**src/rtl/tmr_pkg.sv**
```systemverilog
package tmr_pkg;
  localparam int CNT_W  = 16;
  localparam int MAX_CH = 8;
  localparam int ADDR_W = 5;

  localparam logic [ADDR_W-1:0] A_CTRL = 5'd0;
  localparam logic [ADDR_W-1:0] A_MOD  = 5'd1;
  localparam logic [ADDR_W-1:0] A_STAT = 5'd2;
  localparam logic [ADDR_W-1:0] A_CNT  = 5'd3;
  localparam int A_CFG = 8;
  localparam int A_VAL = 16;

  typedef enum logic [1:0] {
    CH_OFF  = 2'd0,
    CH_CAPT = 2'd1,
    CH_CMP  = 2'd2,
    CH_EPWM = 2'd3
  } chMode_e;

  // strobes from the control to the datapath
  typedef struct packed {
    logic              modWr;
    logic              cntWr;
    logic [MAX_CH-1:0] valWr;
    logic [CNT_W-1:0]  data;
  } ctlStrobe_t;
endpackage

```
**src/rtl/tmr_chan.sv**
```systemverilog
module tmr_chan
  import tmr_pkg::*;
(
  input  logic             clk,
  input  logic             rst,
  input  logic             tick,
  input  logic             loadEn,
  input  logic             center,
  input  logic [1:0]       mode,
  input  logic [1:0]       edgeSel,
  input  logic [CNT_W-1:0] cntVal,
  input  logic [CNT_W-1:0] modAct,
  input  logic             valWr,
  input  logic [CNT_W-1:0] wrData,
  input  logic             pinIn,
  output logic             pinOut,
  output logic             pinOe,
  output logic [CNT_W-1:0] valBuf,
  output logic             evt
);
  logic [2:0]       pinSh;
  logic [CNT_W-1:0] valAct;
  logic             cmpOut;
  logic             riseHit, fallHit, capEvt, cmpEvt;

  always_ff @(posedge clk) begin
    if (rst) pinSh <= '0;
    else     pinSh <= {pinSh[1:0], pinIn};
  end

  assign riseHit = pinSh[1] & ~pinSh[2];
  assign fallHit = ~pinSh[1] & pinSh[2];
  assign capEvt  = !center && (mode == CH_CAPT) &&
                   ((edgeSel[0] && riseHit) || (edgeSel[1] && fallHit));
  assign cmpEvt  = !center && (mode == CH_CMP) && tick && (cntVal == valAct);
  assign evt     = capEvt | cmpEvt;

  always_ff @(posedge clk) begin
    if (rst) begin
      valBuf <= '0;
      valAct <= '0;
      cmpOut <= 1'b0;
    end else begin
      if (capEvt)     valBuf <= cntVal;
      else if (valWr) valBuf <= wrData;
      if (loadEn)     valAct <= valBuf;
      if (cmpEvt)     cmpOut <= ~cmpOut;
    end
  end

  always_comb begin
    pinOut = 1'b0;
    pinOe  = 1'b0;
    if (center) begin
      pinOe  = (mode != CH_OFF);
      pinOut = pinOe && (valAct != '0) && ((valAct >= modAct) || (cntVal < valAct));
    end else begin
      case (mode)
        CH_CMP:  begin pinOe = 1'b1; pinOut = cmpOut; end
        CH_EPWM: begin pinOe = 1'b1; pinOut = (cntVal < valAct); end
        default: begin pinOe = 1'b0; pinOut = 1'b0; end
      endcase
    end
  end
endmodule

```
**src/rtl/tmr_ctrl.sv**
```systemverilog
module tmr_ctrl
  import tmr_pkg::*;
#(
  parameter int NCH = 4
)(
  input  logic                      clk,
  input  logic                      rst,
  input  logic                      wrEn,
  input  logic [ADDR_W-1:0]         wrAddr,
  input  logic [CNT_W-1:0]          wrData,
  input  logic [ADDR_W-1:0]         rdAddr,
  output logic [CNT_W-1:0]          rdData,
  input  logic [CNT_W-1:0]          cntVal,
  input  logic [CNT_W-1:0]          modBuf,
  input  logic [NCH-1:0][CNT_W-1:0] valBuf,
  input  logic                      ovfEvt,
  input  logic [NCH-1:0]            chEvt,
  output ctlStrobe_t                cs,
  output logic                      run,
  output logic                      extSel,
  output logic                      center,
  output logic [NCH-1:0][1:0]       chMode,
  output logic [NCH-1:0][1:0]       chEdge,
  output logic                      ovfFlag,
  output logic [NCH-1:0]            chFlags
);
  localparam int OVF_BIT = CNT_W - 1;

  logic stClr;

  always_comb begin
    cs       = '0;
    cs.data  = wrData;
    cs.modWr = wrEn && (wrAddr == A_MOD);
    cs.cntWr = wrEn && (wrAddr == A_CNT);
    for (int n = 0; n < NCH; n++)
      cs.valWr[n] = wrEn && (wrAddr == ADDR_W'(A_VAL + n));
  end

  assign stClr = wrEn && (wrAddr == A_STAT);

  always_ff @(posedge clk) begin
    if (rst) begin
      run     <= 1'b0;
      extSel  <= 1'b0;
      center  <= 1'b0;
      chMode  <= '0;
      chEdge  <= '0;
      ovfFlag <= 1'b0;
      chFlags <= '0;
    end else begin
      if (wrEn && (wrAddr == A_CTRL)) begin
        run    <= wrData[0];
        extSel <= wrData[1];
        center <= wrData[2];
      end
      for (int n = 0; n < NCH; n++) begin
        if (wrEn && (wrAddr == ADDR_W'(A_CFG + n))) begin
          chMode[n] <= wrData[1:0];
          chEdge[n] <= wrData[3:2];
        end
      end
      // a new event wins over a clear in the same cycle
      ovfFlag <= ovfEvt | (ovfFlag & ~(stClr & wrData[OVF_BIT]));
      chFlags <= chEvt | (chFlags & ~({NCH{stClr}} & wrData[NCH-1:0]));
    end
  end

  always_comb begin
    rdData = '0;
    case (rdAddr)
      A_CTRL: rdData[2:0] = {center, extSel, run};
      A_MOD:  rdData = modBuf;
      A_STAT: begin
        rdData[NCH-1:0] = chFlags;
        rdData[OVF_BIT] = ovfFlag;
      end
      A_CNT:  rdData = cntVal;
      default: begin
        for (int n = 0; n < NCH; n++) begin
          if (rdAddr == ADDR_W'(A_CFG + n)) rdData[3:0] = {chEdge[n], chMode[n]};
          if (rdAddr == ADDR_W'(A_VAL + n)) rdData = valBuf[n];
        end
      end
    endcase
  end
endmodule

```
**src/rtl/tmr_datapath.sv**
```systemverilog
module tmr_datapath
  import tmr_pkg::*;
#(
  parameter int NCH = 4
)(
  input  logic                      clk,
  input  logic                      rst,
  input  ctlStrobe_t                cs,
  input  logic                      run,
  input  logic                      extSel,
  input  logic                      center,
  input  logic [NCH-1:0][1:0]       chMode,
  input  logic [NCH-1:0][1:0]       chEdge,
  input  logic                      extClk,
  input  logic [NCH-1:0]            pinIn,
  output logic [NCH-1:0]            pinOut,
  output logic [NCH-1:0]            pinOe,
  output logic [CNT_W-1:0]          cntVal,
  output logic [CNT_W-1:0]          modBuf,
  output logic [CNT_W-1:0]          modAct,
  output logic [NCH-1:0][CNT_W-1:0] valBuf,
  output logic                      ovfEvt,
  output logic [NCH-1:0]            chEvt
);
  localparam logic [CNT_W-1:0] ONE = CNT_W'(1);

  logic [2:0]       extSh;
  logic             extRise, tick, loadEn, dirUp, upNext, evt;
  logic [CNT_W-1:0] cntNext;
  logic             unusedValWr;

  assign unusedValWr = ^cs.valWr;

  always_ff @(posedge clk) begin
    if (rst) extSh <= '0;
    else     extSh <= {extSh[1:0], extClk};
  end

  assign extRise = extSh[1] & ~extSh[2];
  assign tick    = run & (extSel ? extRise : 1'b1);

  always_comb begin
    cntNext = cntVal;
    upNext  = dirUp;
    evt     = 1'b0;
    if (cs.cntWr) begin
      cntNext = cs.data;
      upNext  = 1'b1;
    end else if (tick) begin
      if (!center) begin
        upNext = 1'b1;
        if (cntVal >= modAct) begin
          cntNext = '0;
          evt     = 1'b1;
        end else begin
          cntNext = cntVal + ONE;
        end
      end else if (modAct == '0) begin
        cntNext = '0;
        upNext  = 1'b1;
        evt     = 1'b1;
      end else if (dirUp) begin
        if (cntVal >= modAct) begin
          cntNext = cntVal - ONE;
          upNext  = 1'b0;
        end else begin
          cntNext = cntVal + ONE;
        end
      end else if (cntVal == '0) begin
        cntNext = ONE;
        upNext  = 1'b1;
        evt     = 1'b1;
      end else begin
        cntNext = cntVal - ONE;
      end
    end
  end

  assign loadEn = evt | ~run;
  assign ovfEvt = evt;

  always_ff @(posedge clk) begin
    if (rst) begin
      cntVal <= '0;
      dirUp  <= 1'b1;
      modBuf <= '1;
      modAct <= '1;
    end else begin
      cntVal <= cntNext;
      dirUp  <= upNext;
      if (cs.modWr) modBuf <= cs.data;
      if (loadEn)   modAct <= modBuf;
    end
  end

  for (genvar n = 0; n < NCH; n++) begin : g_chan
    tmr_chan i_chan (
      .clk    (clk),
      .rst    (rst),
      .tick   (tick),
      .loadEn (loadEn),
      .center (center),
      .mode   (chMode[n]),
      .edgeSel(chEdge[n]),
      .cntVal (cntVal),
      .modAct (modAct),
      .valWr  (cs.valWr[n]),
      .wrData (cs.data),
      .pinIn  (pinIn[n]),
      .pinOut (pinOut[n]),
      .pinOe  (pinOe[n]),
      .valBuf (valBuf[n]),
      .evt    (chEvt[n])
    );
  end
endmodule

```
**src/rtl/ctr_pwm_timer.sv**
```systemverilog
module ctr_pwm_timer
  import tmr_pkg::*;
#(
  parameter int NCH = 4  // 1 to MAX_CH channels
)(
  input  logic              clk,
  input  logic              rst,
  input  logic              wrEn,
  input  logic [4:0]        wrAddr,
  input  logic [15:0]       wrData,
  input  logic [4:0]        rdAddr,
  output logic [15:0]       rdData,
  input  logic              extClk,
  input  logic [NCH-1:0]    pinIn,
  output logic [NCH-1:0]    pinOut,
  output logic [NCH-1:0]    pinOe,
  output logic              ovfFlag
);
  ctlStrobe_t               cs;
  logic                     run, extSel, center, ovfEvt;
  logic [NCH-1:0][1:0]      chMode, chEdge;
  logic [NCH-1:0]           chFlags, chEvt;
  logic [CNT_W-1:0]         cntVal, modBuf, modAct;
  logic [NCH-1:0][CNT_W-1:0] valBuf;

  tmr_ctrl #(.NCH(NCH)) i_ctrl (
    .clk    (clk),
    .rst    (rst),
    .wrEn   (wrEn),
    .wrAddr (wrAddr),
    .wrData (wrData),
    .rdAddr (rdAddr),
    .rdData (rdData),
    .cntVal (cntVal),
    .modBuf (modBuf),
    .valBuf (valBuf),
    .ovfEvt (ovfEvt),
    .chEvt  (chEvt),
    .cs     (cs),
    .run    (run),
    .extSel (extSel),
    .center (center),
    .chMode (chMode),
    .chEdge (chEdge),
    .ovfFlag(ovfFlag),
    .chFlags(chFlags)
  );

  tmr_datapath #(.NCH(NCH)) i_dp (
    .clk    (clk),
    .rst    (rst),
    .cs     (cs),
    .run    (run),
    .extSel (extSel),
    .center (center),
    .chMode (chMode),
    .chEdge (chEdge),
    .extClk (extClk),
    .pinIn  (pinIn),
    .pinOut (pinOut),
    .pinOe  (pinOe),
    .cntVal (cntVal),
    .modBuf (modBuf),
    .modAct (modAct),
    .valBuf (valBuf),
    .ovfEvt (ovfEvt),
    .chEvt  (chEvt)
  );
endmodule

```
**config.mk**
```make
export PLATFORM = sky130hd
export DESIGN_NAME = ctr_pwm_timer
export DESIGN_NICKNAME = d
export VERILOG_FILES = /design/src/rtl/tmr_pkg.sv /design/src/rtl/tmr_chan.sv /design/src/rtl/tmr_ctrl.sv /design/src/rtl/tmr_datapath.sv /design/src/rtl/ctr_pwm_timer.sv
export SDC_FILE = /design/constraint.sdc
export NUM_CORES = 1
export LEC_CHECK = 0
export ABC_AREA = 1
export BUFFER_PORTS_ARGS = -buffer_cell sky130_fd_sc_hd__buf_4
export CORE_AREA = 2 2 191 193
export CTS_CLUSTER_DIAMETER = 80
export DETAILED_ROUTE_END_ITERATION = 8
export DIE_AREA = 0 0 193 195
export PLACE_DENSITY_LB_ADDON = 0.1
export SLEW_MARGIN = 20
export SYNTH_ARGS = -nofsm -noshare
export SYNTH_HDL_FRONTEND = slang
export SYNTH_SLANG_ARGS = --single-unit
export TNS_END_PERCENT = 10
```
**constraint.sdc**
```tcl
create_clock -name clk -period 4.91 [get_ports clk]
set_input_delay 0.982 -clock clk [delete_from_list [all_inputs] [get_ports clk]]
set_output_delay 0.982 -clock clk [all_outputs]
set_load 0.01 [all_outputs]
```
Word-level counts from Yosys, hierarchy flattened
Index checks and enable logic that the tools add are counted.

storage, ports and cells
  register bits = 220
  output and inout bits = 25

cells by class
  $add $sub $neg = 2
  order comparisons = 9
  equality and inequality tests = 38
  multiplexer cells = 57
  bitwise logic cells = 37
  reductions and logical operators = 81

operators with widths
  kind                   number
  $mux 16                21
  $ge 16x16->1           5
  $eq 16x16->1           4
  $lt 16x16->1           4
  $reduce_bool 16->1     4
  $logic_and 1x1->1      48
  $eq 5x4->1 const B     8
  $eq 5x5->1 const B     8
  $pmux 11 s3            1
  $logic_not 16->1       2
  $mux 1                 24
  $eq 5x2->1 const B     4
  $reduce_bool 2->1      9
  $add 16x1->16 const B  1
  $eq 2x2->1 const B     8
  $mux 4                 4
  $sub 16x1->16 const B  1
  $not 1->1              15
  $and 1x1->1            12
  $pmux 3 s4             1
  $reduce_or 2->1        6
  $eq 5x1->1 const B     2
  $logic_not 5->1        2
  $and 4x4->4            2
  9 further kinds        28

Longest topological paths before layout
Gate-level depths: netlist of run 1.

  depth in word-level cells = 11
  depth in mapped cells = 17

By module
A second synthesis of run 1 with hierarchy kept.

unflattened totals
  cell total of the unflattened synthesis = 2,208
  area, all modules = 15,615.0 µm²

by module, submodules not included
  module        times used  cells an instance  area an instance (µm²)
  tmr_chan      4           317                2,382.3
  tmr_datapath  1           572                3,925.0
  tmr_ctrl      1           368                2,160.8

Worst setup path after synthesis of run 1
Ideal clock, no wire load.

  kind = input -> output
  from = input rdAddr[3]
  to = output rdData[10]
  arrival time = 2.106 ns
  data required time = 3.928 ns
  setup slack = 1.822 ns
  cell stages on the path = 6
  path buffers = 1
  path through = nor2_1 -> nand2_1 -> nor2_1 -> clkbuf_1 -> nand2_1 -> o2111ai_1

between the ends
  cells in the longest elaborated chain, start to end = 7

ends and longest elaborated chain
  element                RTL line             source
  start, declared        ctr_pwm_timer.sv:11  input logic [4:0] rdAddr,
  $eq 5x5->1             tmr_ctrl.sv:82       if (rdAddr == ADDR_W'(A_VAL + n)) rdData = valBuf[n];
  $mux 16                tmr_ctrl.sv:82
  $mux 16                tmr_ctrl.sv:71       case (rdAddr)
  $mux 16 (3 in series)  tmr_ctrl.sv:82
  $pmux 11 s3 *          tmr_ctrl.sv:71
  end, declared          ctr_pwm_timer.sv:12  output logic [15:0] rdData,

Every way passes the cells marked *; elsewhere a longest branch is shown, timed or not. The select of a mux whose other input is x is not followed.

Final worst setup path of run 1
  from = register i_dp.cntVal[12]
  to = output pinOut[1]

between the ends
  cells in the longest elaborated chain, start to end = 4

ends and longest elaborated chain
  element                                             RTL line                        source
  start, declared                                     tmr_datapath.sv:18              output logic [CNT_W-1:0] cntVal,
  start signal, assigned                              tmr_datapath.sv:89              cntVal <= cntNext;
  $lt 16x16->1 *                                      tmr_chan.sv:56, tmr_chan.sv:60
  branches (longest 2 deep; another with $pmux 1 s2)  -
  $mux 1 *                                            tmr_chan.sv:54                  if (center) begin
  end, declared                                       ctr_pwm_timer.sv:15             output logic [NCH-1:0] pinOut,

Every way passes the cells marked *.

==> impl_metrics.tcl, run 1 <==
set metrics [dict create \
    synth_top_area_share 0.312 \
    area_delta_synth_final_pct 12.4 \
    wl_met3_um 5850 \
    ff2ff_setup_slack_ns 1.27 \
    place_congestion 0.987 \
    path_buf_inv 2 \
    fillers 3745 \
    overflow 0 \
    grt_pass1_vias 13211 \
    ios 59 \
    synth_area_sq_mm 0.0141 \
    synth-edff-count 0 \
    max_slew.worst_pin.slew_ns 1.19 \
    via_per_inst 5.75 \
    intPower_mw 3.19 \
    dr.pass1.iters 5 \
    run_status "finished clean" \
    hold_depth 2 \
    core_area_sq_mm 0.0354 \
    htreeDepth 1 \
    root_buffer "clkbuf_16" \
    synth_fp_nets 2195 \
    drtAntennaViolNets 0 \
    routed.top_layer "met5" \
    pwr-share-seq 0.429 \
    cp-start-kind "register" \
    worstPathArrival_ns 3.04 \
    clk_pin_slew_ns 0.06 \
    ys.flop_type "dfxtp_1" \
    yosys-top-cells-area "dfxtp_1 31%, ha_1 13%, nand2_1 8.0%, a21oi_1 7.5%, o21ai_0 7.3%" \
    post_cts_buffers 0 \
    rsz0062_at_grt "false" \
    hold_slack_ns 0.402 \
    cts_resized 0 \
    p_sw_frac 0.249 \
    r2r-start "i_dp.modAct[15]" \
    power_frac_clock 0.507 \
    reg2reg_depth 15 \
    fp.dieArea_sq_mm 0.0376 \
    grt_max_degree 88 \
    fmax_mhz 249 \
    setup_viol 0 \
    ys_seq_area_frac 0.312 \
    portBuffers 58 \
    synth_common_cells "302 x nand2_1, 244 x inv_1, 220 x dfxtp_1" \
    cp_cell_sequence "buf_4 -> ha_1 -> nand4_1 -> nor3_1 -> a21o_1 -> nand3_1 -> nand2_1 -> nand2_1 -> buf_4" \
    cp.required_ns 3.93 \
    crit_path_end "pinOut[1]" \
    wl_met1_um 26500 \
    syn_area_per_cell_sq_um 7.02 \
    r2r-end "i_dp.g_chan[0].i_chan.valAct[1]" \
    synth.largest_area_cell "dfxtp_1" \
    synth_cell_type_count 46 \
    antenna_found_initial 3 \
    end_kind "output pin" \
    grt_pass1_wl_um 86700 \
    fin_crit_sh 0.820 \
    yosys_warnings 0 \
    synthArstFlopShare 0 \
    cts_buffer_depth 3 \
    dp_hpwl_um 44200 \
    min_period_ns 4.02 \
    clock_skew_ns 0.0262 \
    drt_wl_total_um 58800 \
    vias 14463 \
    report.final.slew_viol_count 0 \
    hold_buffers 0 \
    layout.nets 2215 \
    route.met2.wl_um 25000 \
    p_leak_nw 7.12 \
    cts_inserted_buffers 26 \
    cp_max_fo 11 \
    syn_inst 2014 \
    hold_path.class "reg -> reg" \
    max_stage_delay_ns 0.62 \
    cp_num_cells 9 \
    die_y_um 195 \
    yosys.cell_count.top_type "nand2_1" \
    drive_above_1_share 0.0872 \
    cts.sinks 220 \
    critical_path.top_delay_family "simple AND/OR/NAND/NOR gates" \
    drtIter0Drc 1481 \
    power.total_mw 4.25 \
    drv_cap 0 \
    ir_drop_v 0.000257 \
    relSlewSlack 0.207 \
    synth-seq-cells 220 \
    hp-start "i_dp.extSh[0]" \
    grt.total_usage 0.311 \
    crit_type "reg -> out" \
    worstSkewPairLatency_ns 0.56 \
    initial_utilization 0.399 \
    fin_tns_setup_ns 0 \
    power_per_cell_area_mw_per_mm2 268 \
    pwr-share-comb 0.063 \
    p_switching_mw 1.06 \
    drc 0 \
    crit_path_top_delay_cell "dfxtp_1" \
    hold_violations 0 \
    rows 69 \
    die_w_um 193 \
    startpoint "i_dp.cntVal[12]" \
    wl_per_cell_um 23.4 \
    cts_tree "built" \
]
-- flip-flops by register name, summed over array words and instances, names as in the netlist --
register,count
i_ctrl.chEdge,8
i_dp.modAct,16
i_dp.g_chan.i_chan.valBuf,64
i_ctrl.run,1
i_ctrl.extSel,1
i_dp.extSh,3
i_dp.modBuf,16
i_ctrl.center,1
i_dp.g_chan.i_chan.cmpOut,4
i_dp.g_chan.i_chan.valAct,64
i_ctrl.chMode,8
i_ctrl.chFlags,4
i_dp.cntVal,16
i_ctrl.ovfFlag,1
i_dp.g_chan.i_chan.pinSh,12
i_dp.dirUp,1
-- placed cells by master, fill, tap and decap left out, types with 7 or more instances in the layout --
| master | n |
|---|---|
| a31oi_1 | 30 |
| a221oi_1 | 7 |
| o211ai_1 | 23 |
| nor2_2 | 9 |
| dfxtp_1 | 220 |
| o2111ai_1 | 13 |
| a211oi_1 | 41 |
| a21oi_1 | 212 |
| nor2_1 | 188 |
| nand4_1 | 32 |
| o22ai_1 | 17 |
| o21ai_1 | 26 |
| nand3_1 | 78 |
| nand2_1 | 302 |
| ha_1 | 147 |
| clkbuf_16 | 27 |
| inv_1 | 243 |
| o21ai_0 | 207 |
| nor3_1 | 20 |
| xor2_1 | 25 |
| buf_4 | 101 |
| nor4_1 | 20 |
| inv_2 | 8 |
-- worst min-delay path by stage --
stage / slack, ns / to
6_report: 0.40 / i_dp.extSh[1]
5_1_grt: 0.41 / i_dp.extSh[1]
4_1_cts: 0.40 / i_dp.extSh[1]
3_5_place_dp: 0.39 / i_dp.extSh[1]
3_3_place_gp: 0.39 / i_dp.extSh[1]
2_1_floorplan: 0.39 / i_dp.extSh[1]
-- worst register-to-register path, delay by kind of cell (launching register included) --
family / cells / cell delay, ns
compound gates: 2 / 0.33
fa+ha+maj: 1 / 0.38
buf+inv: 3 / 0.81
flops: 1 / 0.30
simple gates: 9 / 1.73
-- metrics by stage --
step | worst slack [ns] | util | instance area, sq um | instances
2_1_floorplan | 1.82 | - | 14100 | 2014
3_3_place_gp | 1.25 | 0.422 | 14900 | 2467
3_5_place_dp | 1.20 | 0.422 | 14900 | 2467
4_1_cts | 0.910 | 0.449 | 15900 | 2514
5_1_grt | 0.820 | 0.449 | 15900 | 2514
6_report | 0.886 | 0.449 | 15900 | 2516
-- power by group through the flow --
| stage | sequential (mW) | clock, mW | combinational [mW] |
|---|---|---|---|
| final | 1.83 | 2.16 | 0.270 |
| after global routing | 1.83 | 2.24 | 0.298 |
| after CTS | 1.82 | 2.17 | 0.266 |
| after detailed placement | 1.86 | 0 | 0.265 |
| after global placement | 1.86 | 0 | 0.262 |
| after floorplan | 1.86 | 0 | 0.159 |
-- kinds of logic after synthesis --
kind of cell / after synthesis / synth area share
DFF: 220 / 0.312
buffers and inverters: 363 / 0.106
and+or+nand+nor: 664 / 0.201
adders and majority gates: 147 / 0.130
xor gates and xnor gates: 26 / 0.0161
AOI/OAI and AO/OA: 594 / 0.235
-- final cells by class --
class | count | area, sq um | share of cell area
Sequential cell | 220 | 4400 | 0.277
Tap cell | 461 | 577 | 0.0363
Antenna cell | 2 | 5.00 | 0.000315
Clock buffer | 35 | 766 | 0.0482
Clock inverter | 12 | 174 | 0.0109
Inverter | 254 | 961 | 0.0605
Multi-Input combinational cell | 1431 | 8240 | 0.519
Timing Repair Buffer | 101 | 758 | 0.0477
-- layer usage --
metal  vias to the layer above  global-route usage
met5                         -                   0
met4                         4              0.0741
met1                      6785               0.452
li1                       6919                   -
met2                       675               0.460
met3                        80              0.0769
No activity file was read; power rests on OpenSTA's default activity.
==> run 2, diff against run 1 <==
- ABC_AREA: 1 -> 0
- clock period: 4.91 -> 3.46 ns (I/O delays scaled with it)
==> run 2 against run 1 <==
Net effect:
- critical path depth rose by 1
- clock-buffer cell count is the same
- highest routed layer is now met4
- wire length is 1.3% lower
- combinational power up 44%
==> impl_metrics.tcl, run 2 <==
set metrics [dict create \
    finalWorstSetupSlack_ns 0.0298 \
    cts_inserted_buffers 27 \
    rsz0062_at_grt "true" \
    die_w_um 193 \
    hold_slack_ns 0.364 \
    report.final.slew_viol_count 0 \
    synth_fp_nets 1945 \
    root_buffer "clkbuf_16" \
    instances_no_fill 2288 \
    cp_max_fo 2 \
    dp_hpwl_um 43500 \
    ios 59 \
    clock_skew_ns 0.0159 \
    p_sw_frac 0.237 \
    cp-start-kind "register" \
    numPlacedInstances 2236 \
    htreeDepth 1 \
    dp_worst_setup_slack_ns 0.227 \
    rows 69 \
    ys_seq_area_frac 0.312 \
    hold_path.class "in -> reg" \
    core_area_sq_mm 0.0354 \
    p_leak_nw 7.52 \
    layout_common_cells "269 x nand2_1, 205 x dfxtp_1, 144 x ha_1" \
    cp.required_ns 2.77 \
    pwr-share-comb 0.063 \
    power_per_cell_area_mw_per_mm2 374 \
    synth_area_sq_mm 0.0141 \
    yosys_warnings 0 \
    intPower_mw 4.69 \
    synthArstFlopShare 0 \
    worstSkewPairLatency_ns 0.55 \
    fp.dieArea_sq_mm 0.0376 \
    end_kind "output pin" \
    cts_buffer_depth 3 \
    synth_common_cells "270 x nand2_1, 220 x dfxtp_1, 147 x ha_1" \
    grt_pass1_wl_um 85100 \
    area_delta_synth_final_pct 16.5 \
    vias 13515 \
    grt_pass1_vias 12931 \
    p_switching_mw 1.45 \
    synth.largest_area_cell "dfxtp_1" \
    fmax_mhz 292 \
    ir_drop_v 0.000406 \
    drt_wl_total_um 58000 \
    fin_crit_sh 0.991 \
    overflow 0 \
    via_per_inst 5.91 \
    synth_top_area_share 0.312 \
    cts_tree "built" \
    crit_type "reg -> out" \
    dr.pass1.iters 8 \
    power_frac_clock 0.516 \
    grt_max_degree 89 \
    fin_tns_setup_ns 0 \
    die_y_um 195 \
    run_status "finished clean" \
    drc 0 \
    max_slew.worst_pin.slew_ns 0.841 \
    worstPathArrival_ns 2.74 \
    relSlewSlack 0.434 \
    wl_per_cell_um 25.4 \
    syn_inst 1764 \
    drtAntennaViolNets 0 \
    largest_registers "i_dp.g_chan.i_chan.valAct: 64 flops, i_dp.g_chan.i_chan.valBuf: 64 flops" \
    drive_above_1_share 0.140 \
    yosys-top-cells-area "dfxtp_1 31%, ha_1 13%, nand2_1 7.2%, mux2i_1 5.8%, a21oi_1 4.2%" \
    power.total_mw 6.14 \
    layout.nets 1987 \
    drtIter0Drc 1333 \
    min_period_ns 3.43 \
    setup_viol 0 \
    grt.total_usage 0.305 \
    synth-seq-cells 220 \
    synth-edff-count 0 \
    ys.flop_type "dfxtp_1" \
    initial_utilization 0.398 \
    antenna_found_initial 1 \
    fillers 3511 \
    syn_area_per_cell_sq_um 7.99 \
    final_common_cell "nand2_1" \
    hold_violations 0 \
    portBuffers 58 \
    cts.sinks 220 \
    pwr-share-seq 0.420 \
    drv_cap 0 \
    clk_pin_slew_ns 0.06 \
    yosys.cell_count.top_type "nand2_1" \
    synth_cell_type_count 66 \
    place_congestion 1.01 \
]
run 2: cell types whose count changed in the layout (fill, tap and decap cells not counted), sizes merged, moves of 25 or more:
cell	previous run	this run
buf	101	138
inv	253	92
a22oi	0	25
nand3b	2	38
nor2b	0	29
nand2	304	270
o21ai	234	54
nor2	203	131
a211oi	41	72
a21oi	214	118
a21o	1	43
mux2i	0	82
run 2: logic make-up (layout without fill, tap and decap cells):
kind of cell	after synthesis	in the layout	share of synthesized area
AO/OA/AOI/OAI	399	399	0.187
XOR/XNOR	11	11	0.00684
adder cells (fa/ha/maj)	147	147	0.130
buffers and inverters	215	277	0.0625
flip-flops	220	220	0.312
multiplexers	99	99	0.0742
other	0	1	0
AND/OR/NAND/NOR	673	673	0.227
run 2: stage by stage:
stage | area [sq um] | utilization
2_1_floorplan | 14100 | -
6_report | 16400 | 0.464
5_1_grt | 16400 | 0.464
3_5_place_dp | 15200 | 0.430
4_1_cts | 16300 | 0.460
3_3_place_gp | 15200 | 0.430
run 2: final cells by class:
cell class / count / area (sq um) / area share
clock inverters: 14 / 241 / 0.0147
well taps: 461 / 577 / 0.0351
repair buffers: 138 / 1080 / 0.0660
multi-input cells: 1329 / 8990 / 0.548
inverters: 90 / 338 / 0.0206
diodes: 1 / 2.50 / 0.000152
flip-flops and latches: 220 / 4430 / 0.270
clock buffers: 35 / 756 / 0.0460
run 2: path summary, 6_finish.rpt:
| kind | from | endpoint | slack [ns] | cells after the start |
|---|---|---|---|---|
| worst max-delay path | i_dp.modAct[0] | pinOut[2] | 0.03 | 10 |
| worst max register to register | i_dp.modAct[2] | i_dp.cntVal[13] | 0.25 | 11 |
| worst min register to register | i_dp.extSh[0] | i_dp.extSh[1] | 0.43 | 1 |
| worst min-delay path | pinIn[2] | i_dp.g_chan[2].i_chan.pinSh[0] | 0.36 | 2 |
run 2: power by group through the flow:
| stage | sequential [mW] | combinational [mW] | clock [mW] |
|---|---|---|---|
| floorplan | 2.63 | 0.213 | 0 |
| global placement | 2.64 | 0.370 | 0 |
| detailed placement | 2.64 | 0.374 | 0 |
| CTS | 2.58 | 0.378 | 3.21 |
| global route | 2.58 | 0.417 | 3.32 |
| finish | 2.58 | 0.390 | 3.17 |
run 2: worst max-delay path: stages, from the launching register on:
cell	delay, ns
dfxtp_4	0.36
ha_4	0.22
nand2b_4	0.13
a21o_1	0.17
a21o_1	0.14
a21o_1	0.15
a21o_1	0.19
a2111oi_4	0.32
o21ai_1	0.09
a211o_1	0.30
buf_6	0.13
run 2: what timing repair did:
action / 4_1_cts / 5_1_grt
gates resized for setup: 22 / 36
setup endpoints to repair: 4 / 6
pin swaps: 8 / 13
hold buffers: 0 / 0
buffers inserted: 2 / 0
run 2: per-layer routing:
metal / up-vias / GRT usage / share of wire / routed length (um)
met3: 112 / 0.0532 / 0.080 / 4640
met5: - / 0 / 0 / 0
met2: 543 / 0.468 / 0.44 / 25800
met1: 6452 / 0.424 / 0.43 / 25200
li1: 6408 / - / - / -
met4: 0 / 0.117 / 0.040 / 2340
